==> config.mk <==
export PLATFORM = sky130hd
export DESIGN_NAME = gpio_port_regs
export DESIGN_NICKNAME = d
export VERILOG_FILES = /design/src/rtl/gpio_regs_pkg.sv /design/src/rtl/gpio_in_sync.sv /design/src/rtl/gpio_event_bank.sv /design/src/rtl/gpio_pin_drive.sv /design/src/rtl/gpio_port_regs.sv
export SDC_FILE = /design/constraint.sdc
export NUM_CORES = 1
export LEC_CHECK = 0
export ABC_AREA = 1
export BUFFER_PORTS_ARGS = -buffer_cell sky130_fd_sc_hd__buf_2
export CAP_MARGIN = 20
export CORE_MARGIN = 4
export CORE_UTILIZATION = 41
export CTS_BUF_LIST = sky130_fd_sc_hd__clkbuf_8 sky130_fd_sc_hd__clkbuf_16
export DETAILED_ROUTE_END_ITERATION = 7
export GPL_TIMING_DRIVEN = 0
export PLACE_DENSITY = 0.7
export SYNTH_ARGS = -nofsm -noshare
export SYNTH_HDL_FRONTEND = slang
export SYNTH_SLANG_ARGS = --single-unit
==> constraint.sdc <==
create_clock -name clk_i -period 3.93 [get_ports clk_i]
set_clock_uncertainty 0.15 [all_clocks]
set_input_delay 0.393 -clock clk_i [delete_from_list [all_inputs] [get_ports clk_i]]
set_output_delay 0.393 -clock clk_i [all_outputs]
set_load 0.02 [all_outputs]
==> src/rtl/gpio_regs_pkg.sv <==
`timescale 1ns/1ps
package gpio_regs_pkg;

  localparam int unsigned OFF_W = 4;

  typedef enum logic [2:0] {
    REG_NONE,
    REG_DOUT,
    REG_DIN,
    REG_EVEN,
    REG_EVST
  } reg_kind_e;

  typedef struct packed {
    reg_kind_e  kind;
    logic [3:0] port;
  } reg_sel_t;

  // Ports with events take four offsets each; the rest take two.
  function automatic reg_sel_t decode_offset(input logic [OFF_W-1:0] off,
                                             input int unsigned n_ports,
                                             input int unsigned n_evt);
    reg_sel_t    s;
    int unsigned o;
    int unsigned rel;
    s.kind = REG_NONE;
    s.port = '0;
    o = {28'd0, off};
    if (o < 4 * n_evt) begin
      s.port = 4'(o / 4);
      case (o % 4)
        0:       s.kind = REG_DOUT;
        1:       s.kind = REG_DIN;
        2:       s.kind = REG_EVEN;
        default: s.kind = REG_EVST;
      endcase
    end else begin
      rel = o - 4 * n_evt;
      if (n_evt + rel / 2 < n_ports) begin
        s.port = 4'(n_evt + rel / 2);
        s.kind = (rel % 2 == 0) ? REG_DOUT : REG_DIN;
      end
    end
    return s;
  endfunction

endpackage

==> src/rtl/gpio_in_sync.sv <==
`timescale 1ns/1ps
module gpio_in_sync #(
  parameter int unsigned WIDTH  = 29,
  parameter int unsigned EDGE_W = 16,
  parameter int unsigned STAGES = 2
) (
  input  logic              clk_i,
  input  logic              rst_ni,
  input  logic [WIDTH-1:0]  pin_i,
  output logic [WIDTH-1:0]  sync_o,
  output logic [EDGE_W-1:0] rise_o
);

  logic [WIDTH-1:0]  stg_q [STAGES];
  logic [EDGE_W-1:0] prev_q;

  // STAGES flops between pin and input-data register
  always_ff @(posedge clk_i or negedge rst_ni) begin
    if (!rst_ni) begin
      for (int i = 0; i < int'(STAGES); i++) stg_q[i] <= '0;
      prev_q <= '0;
    end else begin
      stg_q[0] <= pin_i;
      for (int i = 1; i < int'(STAGES); i++) stg_q[i] <= stg_q[i-1];
      prev_q <= stg_q[STAGES-1][EDGE_W-1:0];
    end
  end

  assign sync_o = stg_q[STAGES-1];
  assign rise_o = stg_q[STAGES-1][EDGE_W-1:0] & ~prev_q;

  a_r8_rise_is_edge: assert property (@(posedge clk_i) disable iff (!rst_ni)
    (rise_o != '0) |=> ((prev_q & $past(rise_o)) == $past(rise_o)));

endmodule

==> src/rtl/gpio_event_bank.sv <==
`timescale 1ns/1ps
module gpio_event_bank #(
  parameter int unsigned NUM_EVT_PORTS = 2,
  parameter int unsigned PORT_W        = 8,
  localparam int unsigned EW           = NUM_EVT_PORTS * PORT_W
) (
  input  logic                     clk_i,
  input  logic                     rst_ni,
  input  logic [NUM_EVT_PORTS-1:0] en_wr_i,
  input  logic [NUM_EVT_PORTS-1:0] st_wr_i,
  input  logic [PORT_W-1:0]        wdata_i,
  input  logic [EW-1:0]            rise_i,
  output logic [EW-1:0]            en_o,
  output logic [EW-1:0]            st_o,
  output logic                     event_o
);

  logic [EW-1:0] en_q, st_q, clr;

  for (genvar p = 0; p < int'(NUM_EVT_PORTS); p++) begin : g_port
    assign clr[p*PORT_W +: PORT_W] = st_wr_i[p] ? wdata_i : '0;

    always_ff @(posedge clk_i or negedge rst_ni) begin
      if (!rst_ni) begin
        en_q[p*PORT_W +: PORT_W] <= '0;
      end else if (en_wr_i[p]) begin
        en_q[p*PORT_W +: PORT_W] <= wdata_i;
      end
    end
  end

  // Set has priority over a write-1 clear in the same cycle.
  always_ff @(posedge clk_i or negedge rst_ni) begin
    if (!rst_ni) st_q <= '0;
    else         st_q <= (st_q & ~clr) | (rise_i & en_q);
  end

  assign en_o    = en_q;
  assign st_o    = st_q;
  assign event_o = |(st_q & en_q);

  for (genvar b = 0; b < int'(EW); b++) begin : g_chk
    a_r8_set_needs_enable: assert property (@(posedge clk_i) disable iff (!rst_ni)
      $rose(st_q[b]) |-> ($past(en_q[b]) && $past(rise_i[b])));
    a_r9_w1c: assert property (@(posedge clk_i) disable iff (!rst_ni)
      (st_wr_i[b / PORT_W] && wdata_i[b % PORT_W] && !rise_i[b]) |=> !st_q[b]);
  end

  a_r10_event_needs_enable: assert property (@(posedge clk_i) disable iff (!rst_ni)
    (en_q == '0) |-> !event_o);

endmodule

==> src/rtl/gpio_pin_drive.sv <==
`timescale 1ns/1ps
module gpio_pin_drive #(
  parameter int unsigned WIDTH = 29
) (
  input  logic [WIDTH-1:0] dout_i,
  input  logic [WIDTH-1:0] cfg_oe_i,
  input  logic [WIDTH-1:0] cfg_pp_i,
  output logic [WIDTH-1:0] pin_out_o,
  output logic [WIDTH-1:0] pin_oe_o
);

  for (genvar n = 0; n < int'(WIDTH); n++) begin : g_pin
    logic drive;
    // open-drain releases the line for a 1
    assign drive        = cfg_oe_i[n] & (cfg_pp_i[n] | ~dout_i[n]);
    assign pin_oe_o[n]  = drive;
    assign pin_out_o[n] = drive & dout_i[n];
  end

endmodule

==> src/rtl/gpio_port_regs.sv <==
`timescale 1ns/1ps
module gpio_port_regs
  import gpio_regs_pkg::*;
#(
  parameter int unsigned NUM_PINS      = 29,
  parameter int unsigned PORT_W        = 8,
  parameter int unsigned NUM_EVT_PORTS = 2,
  parameter int unsigned SYNC_STAGES   = 2
) (
  input  logic                clk_i,
  input  logic                rst_ni,
  input  logic [OFF_W-1:0]    addr_i,
  input  logic                we_i,
  input  logic [PORT_W-1:0]   wdata_i,
  output logic [PORT_W-1:0]   rdata_o,
  input  logic [NUM_PINS-1:0] pin_in_i,
  input  logic [NUM_PINS-1:0] cfg_oe_i,
  input  logic [NUM_PINS-1:0] cfg_pp_i,
  output logic [NUM_PINS-1:0] pin_out_o,
  output logic [NUM_PINS-1:0] pin_oe_o,
  output logic                event_o
);

  localparam int unsigned NUM_PORTS = (NUM_PINS + PORT_W - 1) / PORT_W;
  localparam int unsigned PAD_W     = NUM_PORTS * PORT_W;
  localparam int unsigned EVT_W     = NUM_EVT_PORTS * PORT_W;
  localparam logic [PAD_W-1:0] IMPL_MASK = {PAD_W{1'b1}} >> (PAD_W - NUM_PINS);

  reg_sel_t                 sel;
  logic [NUM_PORTS-1:0]     dout_wr;
  logic [NUM_EVT_PORTS-1:0] en_wr, st_wr;
  logic [PAD_W-1:0]         dout_q, din_pad;
  logic [NUM_PINS-1:0]      din_sync;
  logic [EVT_W-1:0]         rise, en_vec, st_vec;

  assign sel = decode_offset(addr_i, NUM_PORTS, NUM_EVT_PORTS);

  for (genvar p = 0; p < int'(NUM_PORTS); p++) begin : g_wr
    assign dout_wr[p] = we_i && sel.kind == REG_DOUT && sel.port == 4'(p);
  end

  for (genvar p = 0; p < int'(NUM_EVT_PORTS); p++) begin : g_ewr
    assign en_wr[p] = we_i && sel.kind == REG_EVEN && sel.port == 4'(p);
    assign st_wr[p] = we_i && sel.kind == REG_EVST && sel.port == 4'(p);
  end

  // Output data: only bits of existing pins hold state.
  for (genvar b = 0; b < int'(PAD_W); b++) begin : g_dout
    if (b < int'(NUM_PINS)) begin : g_flop
      always_ff @(posedge clk_i or negedge rst_ni) begin
        if (!rst_ni)                  dout_q[b] <= 1'b0;
        else if (dout_wr[b / PORT_W]) dout_q[b] <= wdata_i[b % PORT_W];
      end
    end else begin : g_tie
      assign dout_q[b] = 1'b0;
    end
  end

  gpio_in_sync #(
    .WIDTH (NUM_PINS),
    .EDGE_W(EVT_W),
    .STAGES(SYNC_STAGES)
  ) u_sync (
    .clk_i (clk_i),
    .rst_ni(rst_ni),
    .pin_i (pin_in_i),
    .sync_o(din_sync),
    .rise_o(rise)
  );

  assign din_pad = PAD_W'(din_sync);

  gpio_event_bank #(
    .NUM_EVT_PORTS(NUM_EVT_PORTS),
    .PORT_W       (PORT_W)
  ) u_evt (
    .clk_i  (clk_i),
    .rst_ni (rst_ni),
    .en_wr_i(en_wr),
    .st_wr_i(st_wr),
    .wdata_i(wdata_i),
    .rise_i (rise),
    .en_o   (en_vec),
    .st_o   (st_vec),
    .event_o(event_o)
  );

  gpio_pin_drive #(
    .WIDTH(NUM_PINS)
  ) u_drv (
    .dout_i   (dout_q[NUM_PINS-1:0]),
    .cfg_oe_i (cfg_oe_i),
    .cfg_pp_i (cfg_pp_i),
    .pin_out_o(pin_out_o),
    .pin_oe_o (pin_oe_o)
  );

  always_comb begin
    rdata_o = '0;
    for (int p = 0; p < int'(NUM_PORTS); p++) begin
      if (sel.port == 4'(p)) begin
        if (sel.kind == REG_DOUT) rdata_o = dout_q[p*PORT_W +: PORT_W];
        if (sel.kind == REG_DIN)  rdata_o = din_pad[p*PORT_W +: PORT_W];
      end
    end
    for (int p = 0; p < int'(NUM_EVT_PORTS); p++) begin
      if (sel.port == 4'(p)) begin
        if (sel.kind == REG_EVEN) rdata_o = en_vec[p*PORT_W +: PORT_W];
        if (sel.kind == REG_EVST) rdata_o = st_vec[p*PORT_W +: PORT_W];
      end
    end
  end

  a_r2_dout_holds: assert property (@(posedge clk_i) disable iff (!rst_ni)
    !we_i |=> $stable(dout_q));
  a_r4_oe_gated: assert property (@(posedge clk_i) disable iff (!rst_ni)
    (pin_oe_o & ~cfg_oe_i) == '0);
  a_r6_od_never_high: assert property (@(posedge clk_i) disable iff (!rst_ni)
    (pin_out_o & ~cfg_pp_i) == '0);
  a_r11_hole_reads_zero: assert property (@(posedge clk_i) disable iff (!rst_ni)
    (sel.kind == REG_NONE) |-> (rdata_o == '0));
  a_r12_pad_bits_zero: assert property (@(posedge clk_i) disable iff (!rst_ni)
    (sel.port == 4'(NUM_PORTS - 1) && sel.kind != REG_NONE) |->
      ((rdata_o & ~IMPL_MASK[PAD_W-1 -: PORT_W]) == '0));

endmodule

---- Word level (Yosys, flattened, before mapping) ----
Index checks and enable logic that the tools add are counted.
operators by class
  $add $sub $neg .......................... 2
  magnitude comparators ................... 2
  equality and inequality tests ........... 9
  multiplexer cells ....................... 24
  bitwise operators ....................... 123
  reduce and logical (&&, ||, !) cells .... 15
operators by type and width
  operator                                                      number
  two-way mux 8 bit                                             20
  AND 16 bit                                                    4
  zero test 32 bit                                              2
  AND 1 bit                                                     58
  adder 2 x 31 -> 32 bit (first input constant)                 1
  less-than comparator 32 x 3 -> 1 bit (second input constant)  1
  inverter 16 bit                                               2
  inverter 1 bit                                                29
  OR 1 bit                                                      29
  OR 16 bit                                                     1
  OR reduction 16 bit                                           1
  logical AND 1 bit                                             11
  one-hot mux 3 bit (3 select lines)                            1
  == test 4 x 2 -> 1 bit (second input constant)                2
  two-way mux 7 bit                                             1
  == test 3 x 2 -> 1 bit (second input constant)                2
  two-way mux 6 bit                                             1
  subtractor 4 x 4 -> 5 bit (second input constant)             1
  == test 4 x 1 -> 1 bit (second input constant)                1
  zero test 4 bit                                               1
  less-than comparator 4 bit (second input constant)            1
  == test 3 x 1 -> 1 bit (second input constant)                1
  == test 3 bit (second input constant)                         1
  == test 2 x 1 -> 1 bit (second input constant)                1
  2 further kinds                                               2
storage, ports and cells
  register bits after elaboration ......... 135
  word-level logic and storage cells ...... 210

---- Logic depth before layout (Yosys ltp) ----
  word-level depth ........................ 24
  mapped depth ............................ 17

---- Hierarchy ----
A second synthesis with hierarchy kept.
second synthesis, totals
  cells, all modules ...................... 860
  area, all modules ....................... 7028.0 um^2
modules (own cells, without submodules)
  module           times used  cells an instance  area an instance (um^2)  seq. area each (um^2)
  gpio_port_regs   1           390                2469.9                   725.7
  gpio_in_sync     1           135                2229.6                   1851.8
  gpio_event_bank  1           161                1385.1                   800.8
  gpio_pin_drive   1           174                943.4                    0.0

---- Worst setup path before layout ----
Ideal clock, no wire load.
  path type ............................... input to output
  start point ............................. input port addr_i[2]
  end point ............................... output port rdata_o[1]
  arrival time ............................ 2.158 ns
  data required time ...................... 3.387 ns
  slack ................................... 1.229 ns
  stages on the path ...................... 14
  cell sequence ........................... inv_1 > ha_1 > inv_2 > or2_1 > nand2_1 > nand2_2 > nor2_2 > buf_4 > inv_2 > o211ai_1 > nand3_1 > nand3_1 > a21oi_1 > o21ai_1
between the ends
  cells in the longest elaborated chain, start to end .. 24
  elaborated cells on any way between the ends .. 32
RTL lines
  item                                  line                   RTL
  start: declaration                    gpio_port_regs.sv:12   input logic [OFF_W-1:0] addr_i,
  subtractor 4 x 4 -> 5 bit             gpio_regs_pkg.sv:38    rel = o - 4 * n_evt;
  adder 2 x 31 -> 32 bit                gpio_regs_pkg.sv:40    s.port = 4'(n_evt + rel / 2);
  less-than comparator 32 x 3 -> 1 bit  gpio_regs_pkg.sv:39    if (n_evt + rel / 2 < n_ports) begin
  two-way mux 6 bit                     gpio_regs_pkg.sv:39
  two-way mux 7 bit *                   gpio_regs_pkg.sv:29    if (o < 4 * n_evt) begin
  == test 3 x 1 -> 1 bit                gpio_port_regs.sv:102  if (sel.kind == REG_DOUT) rdata_o = dout_q[p*PORT_W +: PORT_W];
  two-way mux 8 bit                     gpio_port_regs.sv:102
  two-way mux 8 bit                     gpio_port_regs.sv:103  if (sel.kind == REG_DIN) rdata_o = din_pad[p*PORT_W +: PORT_W];
  (+8 left out)                         --
  two-way mux 8 bit                     gpio_port_regs.sv:103
  two-way mux 8 bit                     gpio_port_regs.sv:101  if (sel.port == 4'(p)) begin
  two-way mux 8 bit                     gpio_port_regs.sv:108  if (sel.kind == REG_EVEN) rdata_o = en_vec[p*PORT_W +: PORT_W];
  two-way mux 8 bit                     gpio_port_regs.sv:109  if (sel.kind == REG_EVST) rdata_o = st_vec[p*PORT_W +: PORT_W];
  two-way mux 8 bit                     gpio_port_regs.sv:107  if (sel.port == 4'(p)) begin
  two-way mux 8 bit                     gpio_port_regs.sv:108
  two-way mux 8 bit                     gpio_port_regs.sv:109
  two-way mux 8 bit *                   gpio_port_regs.sv:107
  end: declaration                      gpio_port_regs.sv:15   output logic [PORT_W-1:0] rdata_o,
Every way passes the cells marked *; elsewhere a longest branch is shown, timed or not.

---- Worst setup path after layout ----
  start point ............................. input port addr_i[3]
  end point ............................... output port rdata_o[7]
Same word-level chain as after synthesis.

==> metrics list <==
- Run status: finished, final reports clean
* Remaining Overflow, GRT: 0
* Number of enable flip-flop cells after synthesis: 0
- Data on the critical path is required at its endpoint by 3.39 ns.
- Derived from the worst setup path, the maximum achievable clock frequency is about 0.3 GHz.
* Cell type with the largest total area after synthesis: dfrtp_1
- Critical Path AT: between 2 and 3 ns
* Syn Std Cell Area: 6270 µm²
- Synthesis produced a netlist whose cell count is 709.
- Overall Power: 0.00428 W
* Element type at the critical path start: primary input
* Slew Limit Headroom: 0.584
- Share of the synthesized area in the top cell type: 0.539
- In the final layout, the share of cells above drive strength 1 is 0.280.
* Clock period minus worst slack: 3.33 ns
- In the synthesized netlist the dominant register cell turns out to be dfrtp_1.
- Pre-Repair DR Iteration Count: 5
- The share of total power dissipated in sequential elements is 0.406.
* CP Class: primary input to primary output
- The detail route stage leaves a number of antenna-violating nets equal to 0.
- Among all stages on the critical path, the largest delay is contributed by ha_1.
* Worst stage delay on the critical path: 0.39 ns
- The tree is rooted in a clkbuf_16.
* Clock net sink count: 135
* Via-per-instance ratio: 4.90
- Post-Syn Nets: 817
* Number of inserted diodes: 0
- The filler cells instantiated in the layout total 1325.
- Of the synthesized area, sequential elements account for 0.539.
* Area used by multi-input combinational logic: roughly 2200 µm²
* Routed length per placed instance: 15.4 µm
* Count of buffer and inverter cells on the critical path: 4
- Summed over all cells, the static leakage comes to 4.45 nW.
- During placement, the flow inserted port buffers numbering 168.
* Fin. max-slew vios: 0
- Fraction of registers with async set or reset after synthesis: 1.00
- Area Overhead vs Synth: 32.5%
- Ranking of synthesized cells by area: dfrtp_1 54%, nand2_1 10%, inv_1 6.8%
- Worst-Skew Late Latency: 0.42 ns
- Overall die height: 132 µm
- Of the total power, the clock network draws 0.398.
- Global-route total usage across every layer: 0.206
- Crit-path cells: buf_2, inv_2, ha_1, inv_2, or2_1, nand2_1, nand2_2, nor2_2, o21ai_0, nand3_1, nand2_1, nand2_1, nand2_1, nand3_1, nand2_1, a21oi_1, buf_2
- Clock-pin slew was measured on the worst setup and hold paths at ~0.060 ns.
- Core area: 14800 µm²
- Setup repair after global routing left no endpoint under its margin.
- Slew at the pin closest to its max-slew limit: 0.624 ns
- The initial utilization of the core area, before any placement, comes to 0.425.
* TNS Setup: 0 ns
* Bufs on Longest Clock Path: 2
- Final Routed Wirelength: 17300 µm
* Largest net degree at the start of global routing: 69
- Cell Rows: between 40 and 50
* Logic gate share of total power: 0.195
- Global-route wire length before repair: 28300 µm
- In this run the worst path has a maximum fanout of 7.
- Internal power: 0.00302 W
- At the end of the flow, the number of nets in the layout was 1035.
* IO Pins: 169
* Final worst path period share: 0.848
- Antenna violations before repair: 1
* Post-synthesis average cell area: 8.84 µm²
- CTS-repair resized insts: 0
* Worst Hold Class: flip-flop to flip-flop
- Number of setup violations in the final report: 0
- The worst-case IR drop observed on VDD is 0.305 mV.
- The congestion estimate from routability-driven global placement came to 0.935.
* Most common cell on crit path: nand2_1
- Reported max-cap violation count: 0
- In this run the power spent charging and discharging nets is 0.00125 W.
- The count of final hold-check violations is 0.
* Number of distinct library cells after synthesis: 41
- TritonCTS built the clock tree.
* Final routed DRC violation total: 0
- Width of the die: ~130 µm
- Storage cell area: 3380 µm²
- On the critical path the largest part of the delay comes from simple AND/OR/NAND/NOR gates.
* Kind of capture point of the worst setup path: primary output
- Of the total power, the share spent switching nets is 0.293.
- Violation count after the first detailed-routing iteration: 360
- After synthesis the netlist holds a flip-flop and latch count of 135.
* Via count: 5506
- Synthesis Warnings: 0
- H-Tree Level Count: 4
* Die Outline Area: 17300 µm²
- Total CTS buffers: 17
- After legalization and detailed placement, the total HPWL measured around 13000 µm.
- The via count of the first global-routing pass is 5527.
- In this run the power density over the cells is 515 nW/µm².
## cells by family (layout without fill, tap and decap cells)
logic type,count (synthesis),after routing,synth area share
buffers and inverters,161,391,0.118
adders and majority gates,6,6,0.0120
and+or+nand+nor,243,243,0.170
muxes,1,1,0.00160
AOI/OAI and AO/OA,163,163,0.160
DFF,135,135,0.539
## per-layer routing
metal	routed length, µm	track usage	share of wire	vias up
li1	-	-	-	2685
met1	7170	0.256	0.42	2548
met2	8220	0.340	0.48	234
met3	1450	0.0707	0.084	37
met4	416	0.0671	0.024	2
met5	13	0	0.00075	-
## per-stage QoR
step           hold slack (ns)   util  cells  setup WS (ns)  instance area [µm²]
6_report                 0.196  0.563   1123          0.598                 8310
5_1_grt                  0.198  0.563   1123          0.401                 8310
4_1_cts                  0.198  0.563   1123          0.672                 8310
3_5_place_dp             0.185  0.500   1062          0.708                 7370
3_3_place_gp             0.182  0.497   1061          0.505                 7340
2_1_floorplan          -0.0526      -    709           1.23                 6270
## synth_stat cells (3+ instances only)
master and n:
nand2_1 168, dfrtp_1 135, inv_1 114, o21ai_0 68, buf_4 31, nor2_1 28, a21boi_0 26, nand3_1 21
a21oi_1 12, o21ai_1 10, nand2_2 8, o22ai_1 8, a22oi_1 7, ha_1 6, o31ai_1 6, buf_2 5
inv_2 5, o211ai_1 5, clkbuf_1 4, nand4_1 4, nor2_4 4, a221oi_1 3, o21a_1 3, o2bb2ai_1 3
## sequential cells by signal (all words and copies together), names as in the netlist
register and count:
u_sync.stg_q 29, dout_q 29, u_evt.st_o 16, u_evt.en_o 16, u_sync.sync_o 29, u_sync.prev_q 16
## cell type report
type	count	area share
timing repair buffer	199	0.141
clock buffer	17	0.0512
sequential	135	0.407
tap	184	0.0277
inverter	120	0.0545
buffer	41	0.0342
multi-input combinational	413	0.259
clock inverter	14	0.0250
## placed cells by master (no fill, tap or decap), drive strengths merged, types with 7 or more instances in the layout
master and n:
buf 206, nand2 178, dfrtp 135, inv 122, o21ai 79, nor2 35
dlygate4sd3 30, a21boi 26, nand3 23, clkbuf 21, a21oi 12, o22ai 8
a22oi 7
## worst paths after layout
path                                  startpoint          endpoint  slack, ns  cells after the start
worst max-delay path                   addr_i[3]        rdata_o[7]       0.60                     17
worst min register to register  u_sync.stg_q[35]  u_sync.sync_o[6]       0.20                      0
max in group asynchronous                 rst_ni         dout_q[5]       2.51                      3
worst max register to register     u_evt.en_o[3]     u_evt.st_o[3]       3.01                      3
min in group asynchronous                 rst_ni  u_sync.stg_q[42]       0.38                      2
worst min-delay path            u_sync.stg_q[35]  u_sync.sync_o[6]       0.20                      0
## power groups by stage
stage,clock network (W),logic [W],registers (W)
after floorplan,0,0.000543,0.00170
after global placement,0,0.000792,0.00175
after detailed placement,0,0.000811,0.00176
after CTS,0.00173,0.000839,0.00174
after global routing,0.00179,0.000939,0.00176
final,0.00170,0.000836,0.00174
## what timing repair did
action	in CTS	in global routing
hold buffers	30	0
hold endpoints to repair	96	0
buffers inserted	0	0
(Power assumes the default switching activity.)
